[src/rtl/redundancy_voter.sv]
module redundancy_voter #(
  parameter int W = 8
) (
  input  logic           clk,
  input  logic           rst_n,
  input  logic           mode_wr,
  input  logic [1:0]     mode_wdata,
  input  logic           sts_clr_wr,
  input  logic [4:0]     sts_clr_mask,
  input  logic [4*W-1:0] slot_data,
  input  logic [3:0]     slot_valid,
  output logic [3:0]     slot_en,
  output logic [1:0]     mode_act,
  output logic [4*W-1:0] lane_data,
  output logic [3:0]     lane_valid,
  output logic [4:0]     err_status,
  output logic [4:0]     err_event
);
  localparam logic [1:0] M_QUAD = 2'd0;
  localparam logic [1:0] M_DUAL = 2'd1;
  localparam logic [1:0] M_TRIP = 2'd2;
  localparam logic [1:0] M_SOLO = 2'd3;

  logic [W-1:0] d [4];
  for (genvar i = 0; i < 4; i++) begin : g_split
    assign d[i] = slot_data[i*W +: W];
  end

  logic [1:0] mode_pend;
  logic       pend;
  logic [3:0] v;
  logic       idle;

  assign slot_en = (mode_act == M_TRIP) ? 4'b0111 :
                   (mode_act == M_SOLO) ? 4'b0011 : 4'b1111;
  assign v    = slot_valid & slot_en;
  assign idle = (lane_valid == 4'd0) && (v == 4'd0);

  logic [W-1:0] maj;
  logic         vmaj;
  assign maj  = (d[0] & d[1]) | (d[0] & d[2]) | (d[1] & d[2]);
  assign vmaj = (v[0] & v[1]) | (v[0] & v[2]) | (v[1] & v[2]);

  logic [3:0]     nv;
  logic [4*W-1:0] nd;
  logic [4:0]     ne;

  always_comb begin
    nv = '0;
    nd = '0;
    ne = '0;
    case (mode_act)
      M_QUAD: begin
        nv = v;
        nd = slot_data;
      end
      M_DUAL, M_SOLO: begin
        if (v[0] && v[1]) begin
          if (d[0] == d[1]) begin
            nv[0]      = 1'b1;
            nd[0 +: W] = d[0];
          end else begin
            ne[1:0] = 2'b11;
          end
        end else if (v[0] ^ v[1]) begin
          ne[1:0] = 2'b11;
        end
        if (mode_act == M_DUAL) begin
          if (v[2] && v[3]) begin
            if (d[2] == d[3]) begin
              nv[1]      = 1'b1;
              nd[W +: W] = d[2];
            end else begin
              ne[3:2] = 2'b11;
            end
          end else if (v[2] ^ v[3]) begin
            ne[3:2] = 2'b11;
          end
        end
      end
      M_TRIP: begin
        if (&v[2:0]) begin
          if (d[0] != d[1] && d[0] != d[2] && d[1] != d[2]) begin
            ne[4] = 1'b1;
          end else begin
            nv[0]      = 1'b1;
            nd[0 +: W] = maj;
            ne[0]      = d[0] != maj;
            ne[1]      = d[1] != maj;
            ne[2]      = d[2] != maj;
          end
        end else if (|v[2:0]) begin
          ne[0] = v[0] != vmaj;
          ne[1] = v[1] != vmaj;
          ne[2] = v[2] != vmaj;
        end
      end
      default: ;
    endcase
  end

  always_ff @(posedge clk) begin
    if (!rst_n) begin
      mode_act   <= M_QUAD;
      mode_pend  <= M_QUAD;
      pend       <= 1'b0;
      lane_valid <= '0;
      lane_data  <= '0;
      err_event  <= '0;
      err_status <= '0;
    end else begin
      if (pend && idle) begin
        mode_act <= mode_pend;
        pend     <= 1'b0;
      end
      if (mode_wr) begin
        mode_pend <= mode_wdata;
        pend      <= 1'b1;
      end
      lane_valid <= nv;
      lane_data  <= nd;
      err_event  <= ne;
      err_status <= (err_status & ~(sts_clr_wr ? sts_clr_mask : 5'd0)) | ne;
    end
  end
endmodule

[config.mk]
export PLATFORM = sky130hd
export DESIGN_NAME = redundancy_voter
export DESIGN_NICKNAME = d
export VERILOG_FILES = /design/src/rtl/redundancy_voter.sv
export SDC_FILE = /design/constraint.sdc
export NUM_CORES = 1
export LEC_CHECK = 0
export BUFFER_PORTS_ARGS = -buffer_cell sky130_fd_sc_hd__buf_2
export CORE_MARGIN = 1
export CORE_UTILIZATION = 40
export CTS_CLUSTER_DIAMETER = 40
export DETAILED_ROUTE_END_ITERATION = 10
export PLACE_DENSITY = 0.69
export SKIP_CTS_REPAIR_TIMING = 1
export SLEW_MARGIN = 20
export SYNTH_ARGS = -nofsm -noshare
export SYNTH_HDL_FRONTEND = slang
export SYNTH_SLANG_ARGS = --single-unit
[constraint.sdc]
create_clock -name clk -period 2.1 [get_ports clk]
set_input_delay 0.105 -clock clk [delete_from_list [all_inputs] [get_ports clk]]
set_output_delay 0.105 -clock clk [all_outputs]
set_load 0.1 [all_outputs]
==> run metrics, run 1 <==
Port-buffer cells 96; Inserted Clock Buffers 5; Synth top cells by count 51 x dfxtp_1, 28 x ha_1, 23 x nand2_1; share of cells above drive strength 1 32.8%; Yosys cell types 38; internal power 1.54 mW; max-slew violations 0; H-Tree Depth 2; Worst R2R Setup Slack 280 ps; GRT overflow 0; Max Fclk 548 MHz; hold depth 2; Ant. Diodes 0; Top Metal Used met4; Hold Violations, Final 0; CTS sink count 51; Top FF cell, synth dfxtp_1; Crit Path Class reg -> reg; failing checks design-rule violations; Synth Warn # 0; switching pwr 0.846 mW; Critical Path AT 2030 ps; CP Max Fanout 10; worst hold margin 12.1 ps; fillers 638; Mapped Area 2750 um^2; fin crit share 86.8%; Syn Inst Count 297; EDFF count, synth 0; Synth top area share 37.1%; Reg power frac 42.6%; die outline area 7220 um^2; measured slew at the worst slew-check pin 570 ps; met1 WL 3.16 mm; CP required 2300 ps; final WL 7.20 mm; Clk pin slew, worst setup/hold paths 100 ps; initial antenna violation count 0; DR pass1 iterations 9; post-DP HPWL 5.68 mm; Max IR drop VDD 0.000374 V; crit path cell chain a21boi_2, ha_1, nand2_1, o31ai_2, a21oi_1, a211o_1; WL per Instance 15.2 um; Seq/Total Area, Yosys 37.1%; nets 470; pre-CTS setup slack 253 ps; startpoint type of the worst setup path register; All-Layer GR Usage 20.3%; DRC Markers 6; largest cells by area after synthesis dfxtp_1 37%, ha_1 13%, xnor2_1 5.1%; maximum number of pins on one net before global-route repair 28; slowest stage delay, CP 400 ps; num ports 99; Placer Congestion 0.876; Leak 1.69 nW; Power Density 692 nW/um^2; count of final setup violators 0; Setup Skew 10.8 ps; die height 85.0 um; met2 wire len 3.47 mm; status finished with violations; CTS tree done; Initial Util 42.4%; Layout area overhead 25.2%; vias per inst 5.21; ANT nets after route 0; root buf cell clkbuf_8; clk_lat worst skew 310 ps; Die X 85.0 um; DR vias 2462; Max-cap violations 0; total core area 6490 um^2; RSZ-0062 raised after global routing no; count leader, synth dfxtp_1; Crit. End Element register; CTS Buffer Depth 2; Clock power frac 29.0%; fin crit period 1820 ps; via count of the first global-routing pass 2360; #FFs+latches synth 51; Crit-path slowest cell dfxtp_4; initial drt markers 137; Slew headroom 62.0%; combinational group share of total power 28.3%; FF-to-FF path depth 6; row count 29; switching share of power 35.4%; Hold/Removal Path Class in -> reg; final setup margin 277 ps; first-pass GRT wire length 11.5 mm; area leader, netlist dfxtp_1; synthesized area per cell 9.27 um^2; DR WL met3 442 um; Post-synth ARST share 0%
==> cells in the final DEF, fill, tap and decap left out, drive strengths merged <==
cell type | synthesis | layout
a211o | 1 | 1
a21boi | 2 | 2
a21o | 1 | 1
a21oi | 11 | 11
a22oi | 8 | 8
a311o | 1 | 1
a31o | 2 | 2
a31oi | 3 | 3
and2 | 19 | 19
and3 | 2 | 2
buf | 7 | 103
bufinv | 0 | 1
clkbuf | 6 | 5
clkinv | 0 | 2
clkinvlp | 0 | 1
conb | 1 | 2
dfxtp | 51 | 51
ha | 28 | 28
inv | 14 | 13
mux2i | 5 | 5
nand2 | 23 | 23
nand3 | 14 | 14
nand3b | 2 | 2
nand4 | 9 | 9
nor2 | 8 | 8
nor2b | 16 | 16
nor3 | 10 | 10
nor4 | 11 | 11
o211ai | 2 | 2
o21a | 1 | 1
o21ai | 4 | 4
o22ai | 1 | 1
o31ai | 1 | 1
or3b | 1 | 1
xnor2 | 16 | 16
xor2 | 16 | 16
==> through the flow <==
step                      power (mW)  util [%]  instance area [um^2]  cells  TNS [ps]
after floorplan                 1.54         -                  2780    298      -359
after global placement          1.70      51.3                  3330    465         0
after detailed placement        1.71      51.3                  3330    465         0
after CTS                       2.41      53.1                  3450    473         0
after global routing            2.50      53.1                  3450    473         0
final                           2.39      53.1                  3450    473         0
==> sequential cells by signal, summed over array words and instances (netlist names) <==
register    count
err_event       5
mode_act        2
lane_data      32
mode_pend       2
err_status      5
lane_valid      4
pend            1
==> power by group through the flow <==
stage | combinational (mW) | clock, mW | sequential, mW
floorplan | 0.231 | 0 | 1.31
global placement | 0.663 | 0 | 1.04
detailed placement | 0.673 | 0 | 1.04
CTS | 0.677 | 0.714 | 1.02
global route | 0.721 | 0.753 | 1.02
finish | 0.676 | 0.693 | 1.02
==> metal layers <==
| metal | global-route usage [%] | up-vias |
|---|---|---|
| li1 | - | 1223 |
| met1 | 25.9 | 1137 |
| met2 | 34.0 | 89 |
| met3 | 4.38 | 13 |
| met4 | 6.93 | 0 |
| met5 | 0 | - |
==> cells by family (layout without fill, tap and decap cells) <==
family	Yosys count	in the layout	share of synthesized area, %
buffers and inverters	27	125	4.41
adders and majority gates	28	28	12.7
muxes	5	5	1.82
AOI/OAI and AO/OA	38	38	9.41
other	1	2	0.136
DFF	51	51	37.1
and+or+nand+nor	115	115	24.3
xor gates and xnor gates	32	32	10.2
==> worst max-delay path, delay by kind of cell, from the launching register on <==
kind / cells / cell delay, ps
AO/OA/AOI/OAI: 4 / 1030
adder cells (fa/ha/maj): 1 / 200
flip-flops: 1 / 400
AND/OR/NAND/NOR: 1 / 90
==> final cells by class <==
type | count | area [um^2] | area share [%]
clock buffer | 5 | 68.8 | 2.00
sequential | 51 | 1030 | 29.8
timing repair buffer | 103 | 533 | 15.5
inverter | 14 | 56.3 | 1.63
multi-input combinational | 220 | 1620 | 47.1
tap | 77 | 96.3 | 2.79
clock inverter | 3 | 43.8 | 1.27
==> final timing paths <==
path	from	end
max	mode_act[1]	err_status[2]
min	slot_data[31]	lane_data[31]
max reg2reg	mode_act[1]	err_status[2]
min reg2reg	err_status[4]	err_status[4]
Note: power is estimated with default switching activity, not from simulation.
==> inputs of run 2 (changes only) <==
--- a/config.mk
+++ b/config.mk
@@ -10,7 +10,8 @@
 export CORE_UTILIZATION = 40
 export CTS_CLUSTER_DIAMETER = 40
 export DETAILED_ROUTE_END_ITERATION = 10
-export PLACE_DENSITY = 0.69
+export GPL_ROUTABILITY_DRIVEN = 0
+export PLACE_DENSITY = 0.71
 export SKIP_CTS_REPAIR_TIMING = 1
 export SLEW_MARGIN = 20
 export SYNTH_ARGS = -nofsm -noshare
==> constraint.sdc (replaced) <==
create_clock -name clk -period 1.6 [get_ports clk]
set_input_delay 0.08 -clock clk [delete_from_list [all_inputs] [get_ports clk]]
set_output_delay 0.08 -clock clk [all_outputs]
set_load 0.1 [all_outputs]
==> run 2 against run 1 <==
Compared with the run above:
- largest power group unchanged
- sequential share of layout area down 3.5 points
- total power is 33% higher
- largest cell class unchanged
- critical path type unchanged
- critical path depth up 3
- the run ends with design-rule violations, negative setup slack left
==> run metrics, run 2 (same netlist as run 1, synthesis figures left out) <==
maximum number of pins on one net before global-route repair 21; Crit. End Element register; CP required 1850 ps; Worst R2R Setup Slack -50 ps; total core area 6490 um^2; RSZ-0062 raised after global routing yes; fin crit share 103%; row count 29; Clk pin slew, worst setup/hold paths 90 ps; slowest stage delay, CP 380 ps; switching pwr 1.17 mW; Port-buffer cells 96; final WL 7.95 mm; most frequent cells in the layout 96 x buf_2, 50 x buf_4, 49 x dfxtp_1; leading registers by flop count lane_data: 32 flops, err_event: 5 flops, err_status: 5 flops; All-Layer GR Usage 22.1%; met1 WL 3.72 mm; Clock power frac 25.8%; Layout area overhead 41.8%; GRT overflow 0; internal power 2.00 mW; Max-cap violations 0; post-DP HPWL 6.22 mm; Critical Path AT 1900 ps; initial antenna violation count 0; vias per inst 5.13; setup_tns -50.2 ps; CTS sink count 51; Setup crit start mode_act[1]; failing checks design-rule violations, negative setup slack; Reg power frac 42.2%; max-slew violations 0; die outline area 7220 um^2; ANT nets after route 0; worst reg2reg startpoint mode_act[1]; Post-Place Cells 511; first-pass GRT wire length 12.4 mm; Crit-path slowest cell dfxtp_4; fin crit period 1650 ps; CP dominant cell by count nor2_2; H-Tree Depth 2; HP Start slot_data[31]; share of cells above drive strength 1 42.7%; fin area 3910 um^2; Hold/Removal Path Class in -> reg; switching share of power 36.9%; Power Density 810 nW/um^2; Leak 1.94 nW; Max Fclk 607 MHz; Crit Path Class reg -> reg; num ports 99; Largest register FFs 32; final setup margin -48.7 ps; Die X 85.0 um; Hold Violations, Final 0; Top Metal Used met4; Inserted Clock Buffers 5; initial drt markers 142; Max IR drop VDD 0.000343 V; Setup Skew 16.6 ps; commonest non-fill, non-tap cell in the layout buf_2; die height 85.0 um; CTS tree done; fin cells 522; DR pass1 iterations 10; Total Power 3.17 mW; Ant. Diodes 0; CTS Buffer Depth 2; DRC Markers 9; clk_lat worst skew 320 ps; nets 519; CP Max Fanout 4; count of final setup violators 2; placed instance area 3680 um^2; Biggest register lane_data; WL per Instance 15.2 um; met2 wire len 3.69 mm; DR vias 2677; combinational group share of total power 32.0%; Initial Util 42.4%; startpoint type of the worst setup path register; Final Util 60.1%; DR WL met3 420 um; crit path cell chain a21boi_4, inv_2, ha_4, nor2_2, nor2_2, o31ai_4, buf_4, o21ai_2, and2_1; root buf cell clkbuf_8; via count of the first global-routing pass 2629; status finished with violations
==> run 2: cell types whose count changed in the layout (fill, tap and decap cells not counted), moves of 2 or more <==
| cell | delta |
|---|---|
| a21oi_1 | -2 |
| a21oi_2 | +2 |
| buf_4 | +43 |
| buf_6 | +5 |
| ha_1 | -2 |
| ha_4 | +2 |
| inv_1 | -2 |
| inv_2 | +2 |
| nor2_1 | -2 |
| nor2_2 | +2 |
| o21ai_0 | -2 |
==> run 2: worst paths after layout <==
| path | to | cells after the start |
|---|---|---|
| worst max-delay path | err_status[3] | 9 |
| worst min-delay path | lane_data[31] | 2 |
| worst max register to register | err_status[3] | 9 |
| worst min register to register | err_status[4] | 1 |
==> run 2: metrics by stage <==
stage	setup WS, ps	hold WS, ps
2_1_floorplan	-646	207
3_3_place_gp	-109	322
3_5_place_dp	-337	322
4_1_cts	-119	0.235
5_1_grt	-116	5.22
6_report	-48.7	10.3
==> run 2: power by group through the flow <==
stage,clock network [mW],registers (mW),logic (mW)
after global placement,0,1.37,0.958
after global routing,0.875,1.34,1.08
after detailed placement,0,1.37,0.976
final,0.816,1.34,1.01
after CTS,0.833,1.34,0.981
after floorplan,0,1.72,0.305
==> run 2: cell type report <==
| type | count | area [um^2] |
|---|---|---|
| fillers | 579 | 2590 |
| multi-input cells | 220 | 1710 |
| flip-flops and latches | 51 | 1030 |
| repair buffers | 152 | 922 |
| well taps | 77 | 96.3 |
| clock buffers | 6 | 82.6 |
| inverters | 14 | 56.3 |
| clock inverters | 2 | 16.3 |
==> run 2: per-layer routing <==
metal	GRT usage [%]	up-vias
li1	-	1321
met3	3.89	12
met4	6.32	0
met5	0	-
met1	29.2	1243
met2	36.9	101
==> run 2: worst max-delay path: cells and delay by family, from the launching register on <==
kind	cells	cell delay, ps
AOI/OAI and AO/OA	3	410
adders and majority gates	1	260
and+or+nand+nor	3	310
DFF	1	380
buffers and inverters	2	220
==> inputs of run 3 (changes only) <==
--- a/config.mk
+++ b/config.mk
@@ -5,13 +5,13 @@
 export SDC_FILE = /design/constraint.sdc
 export NUM_CORES = 1
 export LEC_CHECK = 0
-export BUFFER_PORTS_ARGS = -buffer_cell sky130_fd_sc_hd__buf_2
+export BUFFER_PORTS_ARGS = -buffer_cell sky130_fd_sc_hd__buf_4
 export CORE_MARGIN = 1
 export CORE_UTILIZATION = 40
 export CTS_CLUSTER_DIAMETER = 40
 export DETAILED_ROUTE_END_ITERATION = 10
 export GPL_ROUTABILITY_DRIVEN = 0
-export PLACE_DENSITY = 0.71
+export PLACE_DENSITY = 0.69
 export SKIP_CTS_REPAIR_TIMING = 1
 export SLEW_MARGIN = 20
 export SYNTH_ARGS = -nofsm -noshare
==> constraint.sdc (replaced) <==
create_clock -name clk -period 2.1 [get_ports clk]
set_input_delay 0.105 -clock clk [delete_from_list [all_inputs] [get_ports clk]]
set_output_delay 0.105 -clock clk [all_outputs]
set_load 0.1 [all_outputs]
==> run 3 against run 2 <==
Compared with the run above:
- the run ends with design-rule violations left
- clock skew is 11 ps lower
- sequential share of layout area is 1.3 points higher
- setup slack better by 330 ps
- highest routed layer unchanged
- largest cell class unchanged
==> run metrics, run 3 (same netlist as run 1, synthesis figures left out) <==
status finished with violations; failing checks design-rule violations; measured slew at the worst slew-check pin 525 ps; count of final setup violators 0; Hold/Removal Path Class in -> reg; vias per inst 5.09; Ant. Diodes 0; Slew headroom 64.6%; CP required 2310 ps; Largest register FFs 32; fin crit share 86.5%; maximum number of pins on one net before global-route repair 28; Max IR drop VDD 0.000339 V; startpoint type of the worst setup path register; DR pass1 iterations 8; final setup margin 283 ps; fin crit period 1820 ps; first-pass GRT wire length 11.1 mm; most frequent cells in the layout 101 x buf_4, 49 x dfxtp_1, 28 x ha_1; root buf cell clkbuf_8; initial drt markers 81; HP Start slot_data[31]; die outline area 7220 um^2; CTS tree done; share of cells above drive strength 1 32.1%; via count of the first global-routing pass 2319; CTS sink count 51; Leak 1.75 nW; All-Layer GR Usage 19.6%; DR vias 2423; die height 85.0 um; CTS Buffer Depth 2; GRT overflow 0; max-slew violations 0; final WL 6.98 mm; post-DP HPWL 5.51 mm; nets 473; Hold Violations, Final 0; Max-cap violations 0; Clk pin slew, worst setup/hold paths 100 ps; Inserted Clock Buffers 5; DRC Markers 6; Final Util 57.4%; Post-Place Cells 463; row count 29; worst reg2reg startpoint mode_act[1]; pre-CTS setup slack 207 ps; H-Tree Depth 2; fillers 610; Critical Path AT 2020 ps; total core area 6490 um^2; Power Density 658 nW/um^2; leading registers by flop count lane_data: 32 flops, err_event: 5 flops, err_status: 5 flops; Max Fclk 550 MHz; commonest non-fill, non-tap cell in the layout buf_4; ANT nets after route 0; hold depth 2; Setup Skew 5.62 ps; worst hold margin 5.67 ps; Biggest register lane_data; FF-to-FF path depth 6; initial antenna violation count 0; Worst Hold End lane_data[31]; Crit. End Element register; RSZ-0062 raised after global routing no; Worst R2R Setup Slack 280 ps; Layout area overhead 35.3%; r2r endpoint err_status[2]; fin cells 476; Die X 85.0 um; num ports 99; WL per Instance 14.7 um; Initial Util 42.4%; Crit Path Class reg -> reg; clk_lat worst skew 310 ps; CP Max Fanout 10; Port-buffer cells 96
## run 3: report_power, final
part / switching, mW / leakage, nW / internal [mW]
Sequential: 0.0137 / 0.423 / 1.01
Combinational: 0.490 / 1.27 / 0.229
Clock: 0.350 / 0.0587 / 0.362
## run 3: how the worst max path moves through the flow
stage                       from             to  slack (ps)  cells past startpoint
finish               mode_act[1]  err_status[2]         280                      6
global route         mode_act[1]  err_status[2]         120                      8
CTS                  mode_act[1]  err_status[2]         270                      6
detailed placement  slot_data[1]  err_status[0]         210                      8
global placement    slot_data[1]  err_status[0]         270                      8
floorplan            mode_act[1]  err_status[2]        -150                      9
## run 3: metal layers
metal,routed length (um),global-route usage (%),vias up
met4,135,6.78,0
met3,355,4.09,11
li1,-,-,1232
met1,3160,25.1,1108
met2,3330,32.7,72
met5,0,0,-
## run 3: area by class of cell
| class | instances | area [um^2] | share of cell area (%) |
|---|---|---|---|
| Clock inverter | 3 | 47.5 | 1.28 |
| Clock buffer | 5 | 68.8 | 1.85 |
| Multi-Input combinational cell | 220 | 1620 | 43.6 |
| Tap cell | 77 | 96.3 | 2.59 |
| Sequential cell | 51 | 1030 | 27.5 |
| Inverter | 14 | 56.3 | 1.51 |
| Timing Repair Buffer | 106 | 808 | 21.7 |
## run 3: per-stage QoR
| step | area [um^2] | TNS (ps) | total power [mW] |
|---|---|---|---|
| floorplan | 2780 | -359 | 1.54 |
| global placement | 3560 | 0 | 1.75 |
| global route | 3730 | 0 | 2.57 |
| finish | 3730 | 0 | 2.45 |
| detailed placement | 3560 | 0 | 1.76 |
| CTS | 3680 | 0 | 2.47 |
## run 3: worst max-delay path, cell delays in order, from the launching register on
cell and delay (ps):
dfxtp_4 400, a21boi_2 200, ha_1 200, nand2_1 90
o31ai_2 390, a21oi_1 180, a211o_1 250
